### src/rtl/alu8_pkg.sv
package alu8_pkg;

   localparam int SR_W  = 8;
   localparam int N_BIT = 7;
   localparam int V_BIT = 6;
   localparam int Z_BIT = 1;
   localparam int C_BIT = 0;

   typedef enum logic [4:0] {
      OP_ADD_C = 5'h00,
      OP_SUB_B = 5'h01,
      OP_CMP   = 5'h02,
      OP_AND   = 5'h03,
      OP_OR    = 5'h04,
      OP_XOR   = 5'h05,
      OP_SHL   = 5'h06,
      OP_SHR   = 5'h07,
      OP_RTL   = 5'h08,
      OP_RTR   = 5'h09,
      OP_INC   = 5'h0A,
      OP_DEC   = 5'h0B,
      OP_TEST  = 5'h0C,
      OP_MOVE  = 5'h0D,
      OP_SETC  = 5'h10,
      OP_CLRC  = 5'h11,
      OP_CLRV  = 5'h12,
      OP_LDST  = 5'h13
   } alu_op_e;

   function automatic logic op_writes_result(logic [4:0] code);
      case (code)
         5'h00, 5'h01, 5'h03, 5'h04, 5'h05, 5'h06, 5'h07,
         5'h08, 5'h09, 5'h0A, 5'h0B, 5'h0D: return 1'b1;
         default:                           return 1'b0;
      endcase
   endfunction

endpackage

### src/rtl/alu8_adder.sv
module alu8_adder #(
   parameter int WIDTH  = 8,
   parameter bit RIPPLE = 1'b0
) (
   input  logic [WIDTH-1:0] a_i,
   input  logic [WIDTH-1:0] b_i,
   input  logic             cin_i,
   output logic [WIDTH-1:0] sum_o,
   output logic             cout_o,
   output logic             ovf_o
);

   generate
      if (RIPPLE) begin : g_ripple
         logic [WIDTH:0] cy;
         assign cy[0] = cin_i;
         for (genvar i = 0; i < WIDTH; i++) begin : g_bit
            assign sum_o[i]  = a_i[i] ^ b_i[i] ^ cy[i];
            assign cy[i+1]   = (a_i[i] & b_i[i]) | (cy[i] & (a_i[i] ^ b_i[i]));
         end
         assign cout_o = cy[WIDTH];
         // signed overflow: carry into the top bit differs from carry out
         assign ovf_o  = cy[WIDTH] ^ cy[WIDTH-1];
      end else begin : g_behav
         logic [WIDTH:0] wide;
         assign wide   = {1'b0, a_i} + {1'b0, b_i} + {{WIDTH{1'b0}}, cin_i};
         assign sum_o  = wide[WIDTH-1:0];
         assign cout_o = wide[WIDTH];
         assign ovf_o  = (a_i[WIDTH-1] == b_i[WIDTH-1]) && (wide[WIDTH-1] != a_i[WIDTH-1]);
      end
   endgenerate

endmodule

### src/rtl/alu8_arith.sv
module alu8_arith
   import alu8_pkg::*;
#(
   parameter int WIDTH  = 8,
   parameter bit RIPPLE = 1'b0
) (
   input  alu_op_e          op_i,
   input  logic [WIDTH-1:0] reg_i,
   input  logic [WIDTH-1:0] opnd_i,
   input  logic             carry_i,
   output logic [WIDTH-1:0] res_o,
   output logic             carry_o,
   output logic             ovf_o
);

   logic [WIDTH-1:0] b_eff;
   logic             cin_eff;

   // subtract and compare both add the inverted operand
   always_comb begin
      b_eff   = (op_i == OP_ADD_C) ? opnd_i : ~opnd_i;
      cin_eff = (op_i == OP_CMP) ? 1'b1 : carry_i;
   end

   alu8_adder #(.WIDTH(WIDTH), .RIPPLE(RIPPLE)) u_add (
      .a_i    (reg_i),
      .b_i    (b_eff),
      .cin_i  (cin_eff),
      .sum_o  (res_o),
      .cout_o (carry_o),
      .ovf_o  (ovf_o)
   );

endmodule

### src/rtl/alu8_logic.sv
module alu8_logic
   import alu8_pkg::*;
#(
   parameter int WIDTH = 8
) (
   input  alu_op_e          op_i,
   input  logic [WIDTH-1:0] reg_i,
   input  logic [WIDTH-1:0] opnd_i,
   output logic [WIDTH-1:0] res_o,
   output logic             test_zero_o
);

   logic [WIDTH-1:0] masked;

   always_comb begin
      masked      = reg_i & opnd_i;
      test_zero_o = (masked == '0);
      case (op_i)
         OP_AND:  res_o = masked;
         OP_OR:   res_o = reg_i | opnd_i;
         OP_XOR:  res_o = reg_i ^ opnd_i;
         default: res_o = opnd_i;
      endcase
   end

endmodule

### src/rtl/alu8_unary.sv
module alu8_unary
   import alu8_pkg::*;
#(
   parameter int WIDTH = 8
) (
   input  alu_op_e          op_i,
   input  logic [WIDTH-1:0] val_i,
   input  logic             carry_i,
   output logic [WIDTH-1:0] res_o,
   output logic             carry_o
);

   logic             fill_lo;
   logic             fill_hi;
   logic [WIDTH-1:0] left_v;
   logic [WIDTH-1:0] right_v;

   assign fill_lo = (op_i == OP_RTL) ? carry_i : 1'b0;
   assign fill_hi = (op_i == OP_RTR) ? carry_i : 1'b0;

   generate
      for (genvar i = 0; i < WIDTH; i++) begin : g_lane
         if (i == 0) begin : g_lo
            assign left_v[i]  = fill_lo;
            assign right_v[i] = val_i[i+1];
         end else if (i == WIDTH-1) begin : g_hi
            assign left_v[i]  = val_i[i-1];
            assign right_v[i] = fill_hi;
         end else begin : g_mid
            assign left_v[i]  = val_i[i-1];
            assign right_v[i] = val_i[i+1];
         end
      end
   endgenerate

   always_comb begin
      carry_o = 1'b0;
      case (op_i)
         OP_SHL, OP_RTL: begin
            res_o   = left_v;
            carry_o = val_i[WIDTH-1];
         end
         OP_SHR, OP_RTR: begin
            res_o   = right_v;
            carry_o = val_i[0];
         end
         OP_INC:  res_o = val_i + 1'b1;
         default: res_o = val_i - 1'b1;
      endcase
   end

endmodule

### src/rtl/alu8_flagcore.sv
module alu8_flagcore
   import alu8_pkg::*;
#(
   parameter int WIDTH      = 8,
   parameter bit RIPPLE_ADD = 1'b0
) (
   input  logic                 clk,
   input  logic                 rst_n,
   input  logic                 op_valid,
   input  logic [4:0]           op_code,
   input  logic [WIDTH-1:0]     reg_i,
   input  logic [WIDTH-1:0]     opnd_i,
   output logic [WIDTH-1:0]     result_q,
   output logic [SR_W-1:0]      status_q,
   output logic                 res_vld_q
);

   localparam int MSB = WIDTH - 1;

   generate
      if (WIDTH < SR_W) begin : g_width_chk
         $error("alu8_flagcore: WIDTH must be at least 8");
      end
   endgenerate

   alu_op_e          op;
   logic [WIDTH-1:0] ar_res;
   logic             ar_c;
   logic             ar_v;
   logic [WIDTH-1:0] lg_res;
   logic             lg_tz;
   logic [WIDTH-1:0] un_res;
   logic             un_c;
   logic [SR_W-1:0]  st_n;
   logic [WIDTH-1:0] res_n;
   logic             wr_n;

   assign op = alu_op_e'(op_code);

   alu8_arith #(.WIDTH(WIDTH), .RIPPLE(RIPPLE_ADD)) u_arith (
      .op_i    (op),
      .reg_i   (reg_i),
      .opnd_i  (opnd_i),
      .carry_i (status_q[C_BIT]),
      .res_o   (ar_res),
      .carry_o (ar_c),
      .ovf_o   (ar_v)
   );

   alu8_logic #(.WIDTH(WIDTH)) u_logic (
      .op_i        (op),
      .reg_i       (reg_i),
      .opnd_i      (opnd_i),
      .res_o       (lg_res),
      .test_zero_o (lg_tz)
   );

   alu8_unary #(.WIDTH(WIDTH)) u_unary (
      .op_i    (op),
      .val_i   (reg_i),
      .carry_i (status_q[C_BIT]),
      .res_o   (un_res),
      .carry_o (un_c)
   );

   always_comb begin
      st_n  = status_q;
      res_n = result_q;
      wr_n  = 1'b0;
      if (op_valid) begin
         case (op)
            OP_ADD_C, OP_SUB_B, OP_CMP: begin
               st_n        = '0;
               st_n[N_BIT] = ar_res[MSB];
               st_n[V_BIT] = ar_v;
               st_n[Z_BIT] = (ar_res == '0);
               st_n[C_BIT] = ar_c;
               if (op != OP_CMP) begin
                  res_n = ar_res;
                  wr_n  = 1'b1;
               end
            end
            OP_AND, OP_OR, OP_XOR, OP_MOVE: begin
               st_n[N_BIT] = lg_res[MSB];
               st_n[Z_BIT] = (lg_res == '0);
               res_n       = lg_res;
               wr_n        = 1'b1;
            end
            OP_SHL, OP_SHR, OP_RTL, OP_RTR: begin
               st_n[N_BIT] = un_res[MSB];
               st_n[Z_BIT] = (un_res == '0);
               st_n[C_BIT] = un_c;
               res_n       = un_res;
               wr_n        = 1'b1;
            end
            OP_INC, OP_DEC: begin
               st_n[N_BIT] = un_res[MSB];
               st_n[Z_BIT] = (un_res == '0);
               res_n       = un_res;
               wr_n        = 1'b1;
            end
            OP_TEST: begin
               st_n[N_BIT] = opnd_i[MSB];
               st_n[V_BIT] = opnd_i[MSB-1];
               st_n[Z_BIT] = lg_tz;
            end
            OP_SETC: st_n[C_BIT] = 1'b1;
            OP_CLRC: st_n[C_BIT] = 1'b0;
            OP_CLRV: st_n[V_BIT] = 1'b0;
            OP_LDST: st_n = opnd_i[SR_W-1:0];
            default: ;
         endcase
      end
   end

   always_ff @(posedge clk) begin
      if (!rst_n) begin
         status_q  <= '0;
         result_q  <= '0;
         res_vld_q <= 1'b0;
      end else begin
         status_q  <= st_n;
         result_q  <= res_n;
         res_vld_q <= wr_n;
      end
   end

endmodule

### config.mk
export PLATFORM = sky130hd
export DESIGN_NAME = alu8_flagcore
export DESIGN_NICKNAME = d
export VERILOG_FILES = /design/src/rtl/alu8_pkg.sv /design/src/rtl/alu8_adder.sv /design/src/rtl/alu8_arith.sv /design/src/rtl/alu8_logic.sv /design/src/rtl/alu8_unary.sv /design/src/rtl/alu8_flagcore.sv
export SDC_FILE = /design/constraint.sdc
export NUM_CORES = 1
export LEC_CHECK = 0
export BUFFER_PORTS_ARGS = -buffer_cell sky130_fd_sc_hd__buf_2
export CAP_MARGIN = 20
export CORE_MARGIN = 2
export CORE_UTILIZATION = 60
export CTS_CLUSTER_DIAMETER = 40
export DETAILED_ROUTE_END_ITERATION = 8
export GPL_ROUTABILITY_DRIVEN = 0
export PLACE_DENSITY_LB_ADDON = 0.15
export SYNTH_ARGS = -nofsm -noshare
export SYNTH_HDL_FRONTEND = slang
export SYNTH_HIERARCHICAL = 1
export SYNTH_SLANG_ARGS = --single-unit
### constraint.sdc
create_clock -name clk -period 10.8 [get_ports clk]
set_input_delay 1.62 -clock clk [delete_from_list [all_inputs] [get_ports clk]]
set_output_delay 1.62 -clock clk [all_outputs]
set_load 0.1 [all_outputs]
==> out/metrics.csv <==
stage,metric,value,unit
status,status,"complete, no violations",
placed_design,placed_cells,414,
synthesis,netlist_instances,337,
die,rows,24,
worst_setup_path,path_class,in -> reg,
cells_and_area,area_growth,7.831,%
detailed_routing,drc,0,
clock_network,clk_latency,0.26,ns
clock_network,cts_tree,built,
synthesis,synth_area,0.002700,sq mm
detailed_routing,antenna_left,0,
worst_setup_path,startpoint_type,input pin,
clock_network,postCtsSetupRepairBufs,0,
sta,hold_viol,0,
min_path,hold_path_class,reg -> reg,
worst_setup_path,r2r_slack,7.74,ns
synthesis,synth-main-ff-cell,dfxtp_1,
sta,fin_crit,5.080,ns
synthesis,async_flop_share,0,%
power_and_ir_drop,powerDensity,88.40,mW/mm^2
detailed_routing,drt_pass1_iterations,5,
die,ios,41,
sta,worst_pin_slew,0.9570,ns
clock_network,hold_buffers,0,
cells_and_area,nets,425,
detailed_routing,viasPerCell,6.395,
run,drv_cap,0,
worst_setup_path,cpPeakStageDelay,0.55,ns
clock_network,clockBufferDepth,2,
worst_setup_path,cp_cell_sequence,"buf_2, or4_4, nor2_8, xnor2_1, fa_1, fa_1, a21oi_1, o211ai_1, a21oi_1, xnor2_1, nor4_1, nand2_1, nor4_1, a2111oi_2, a31oi_1",
global_route,grt_usage,29.52,%
die,core,0.004354,sq mm
worst_setup_path,r2r-end,status_q[1],
worst_setup_path,cp_max_fo,36,
sta,final-setup-viol-count,0,
detailed_routing,num_vias,2673,
detailed_routing,drtIter0Drc,418,
synthesis,ys_warn_count,6,
synthesis,yosys-top-cells-area,"ha_1 (14%), dfxtp_1 (13%), xnor2_1 (4.9%)",
worst_setup_path,crit_end,status_q[1],
sta,relSlewSlack,35.97,%
sta,drv_slew,0,
sta,fin_crit_sh,47.04,%
clock_network,htreeDepth,1,
clock_network,cts_root_buf,clkbuf_8,
clock_network,post_cts_resized,0,
global_route,grt-ovfl-total,0,
global_route,grt_max_degree,37,
worst_setup_path,endpoint_kind,register,
detailed_routing,wl_per_cell,17.20,um
worst_setup_path,r2r_cells,12,
sta,final.setup.tns,0,ns
global_route,antenna_found_initial,0,
placed_design,dp_hpwl,5503,um
die,dieArea,0.005053,sq mm
cells_and_area,multiInputGateArea,0.002162,sq mm
global_route,grt_pass1_vias,2527,
cells_and_area,fill_cells,394,
cells_and_area,final_cell_mix,"buf_2 (40), ha_1 (31), nand2_1 (25), inv_1 (24), a21oi_1 (22)",
sta,fmax,196.8,MHz
detailed_routing,postRouteWirelength,7190,um
synthesis,syn_area_per_cell,8.012,sq um
clock_network,numCtsBuffers,3,
sta,rsz0062_at_grt,false,
power_and_ir_drop,peakVddDrop,0.00008255,V
synthesis,synth_top_area_share,14.37,%
synthesis,synth_top_area_cell,ha_1,
die,fp.dieW,71.09,um
worst_setup_path,cp.arrival,5.26,ns
clock_network,clk_pin_slew,0.07,ns
cells_and_area,drive_above_1_share,17.49,%
synthesis,ys_types,69,
cells_and_area,antenna_cells,0,
clock_network,cts.sinks,17,
sta,fin_skew,0.002522,ns
cells_and_area,layout_commonest_cell,buf_2,
synthesis,synth-edff-count,0,
worst_setup_path,required,10.98,ns
synthesis,ys_ff_latch,17,
cells_and_area,finalNonFillerCells,418,
worst_setup_path,slowest_stage,or4_4,
global_route,grt_pass1_wl,12230,um
die,start_util,62.01,%
worst_setup_path,crit_buf_inv,1,
worst_setup_path,critPathLaunch,op_code[0],
power_and_ir_drop,p_leak,1.296,nW
synthesis,syn-num-nets,395,
cells_and_area,seq_area,340.3,sq um
placed_design,port_buffers,40,
worst_setup_path,crit_family,simple AND/OR/NAND/NOR gates,
synthesis,yosysSeqAreaShare,12.60,%
worst_setup_path,reg2reg_from,status_q[0],
worst_setup_path,crit_cells,15,
die,die_h,71.09,um
## routing by layer
metal / vias to the layer above / routed length [um] / GRT usage [%]
met5: - / 0 / 0
met4: 0 / 170 / 8.386
met3: 17 / 398 / 3.561
met2: 93 / 3406 / 45.69
met1: 1239 / 3216 / 43.16
li1: 1324 / - / -
## cells in the mapped netlist, types with 3 or more instances
cell / number
clkbuf_1: 3
a211oi_1: 4
ha_1: 31
a32oi_1: 8
a21oi_1: 22
o21ai_1: 7
buf_6: 3
o22ai_1: 9
a222oi_1: 7
buf_2: 5
a22oi_1: 6
fa_1: 3
nand2b_1: 3
mux2i_1: 7
nor2b_1: 6
or4_1: 3
a31oi_1: 5
inv_1: 24
nor3_1: 6
nand2_1: 25
o211ai_1: 3
xor2_1: 6
o21ai_0: 17
buf_4: 4
o21bai_1: 3
xnor2_1: 15
dfxtp_1: 17
and2_1: 4
and3_1: 4
nor4_1: 7
nor2_1: 21
## report_power, final
group          internal [W]  switching (W)  leakage, nW
Sequential        0.0000663     0.00000168        0.139
Clock             0.0000256      0.0000221       0.0255
Combinational     0.0000469      0.0000948         1.13
Total              0.000139       0.000119         1.30
## worst min-delay path, delay by kind of cell, from the launching register on
family	cells	cell delay, ns
AO/OA/AOI/OAI	2	0.17
flip-flops	1	0.31
## stage by stage
step	worst slack, ns	util [%]	area [sq um]	power (W)	hold WS (ns)
floorplan	6.065	-	2700	0.0001768	0.9582
CTS	5.754	66.87	2912	0.0002567	0.5213
finish	5.720	66.87	2912	0.0002574	0.5235
global route	5.468	66.87	2912	0.0002734	0.5600
global placement	5.596	65.80	2865	0.0002067	0.5048
detailed placement	5.483	65.80	2865	0.0002084	0.5174
## sequential cells by signal (all words and copies together), names as in the netlist
signal and flops:
res_vld_q 1, result_q 8, status_q 8
## worst min-delay path by stage
stage                     cells past startpoint        start          end  slack [ns]
after CTS                                     2  result_q[7]  result_q[7]        0.52
after global routing                          2  result_q[2]  result_q[2]        0.56
after detailed placement                      2  result_q[7]  result_q[7]        0.52
final                                         2  result_q[7]  result_q[7]        0.52
after global placement                        2  result_q[5]  result_q[5]        0.50
after floorplan                               2  result_q[7]  result_q[7]        0.96
## logic make-up (layout without fill, tap and decap cells)
group	Yosys count	in the layout	synth area share, %
AOI/OAI and AO/OA	113	113	30.12
buffers and inverters	41	70	7.322
DFF	17	17	12.60
adders and majority gates	34	34	16.59
and+or+nand+nor	101	101	22.10
xor gates and xnor gates	22	22	7.832
muxes	9	9	3.429
## area by class of cell
class                      count  share of cell area [%]
multi-input combinational    279                   74.26
sequential                    17                   11.69
timing repair buffer          40                   6.876
inverter                      26                   3.352
tap                           52                   2.235
clock buffer                   3                   1.418
clock inverter                 1                  0.1719
No activity file was read; power rests on OpenSTA's default activity.
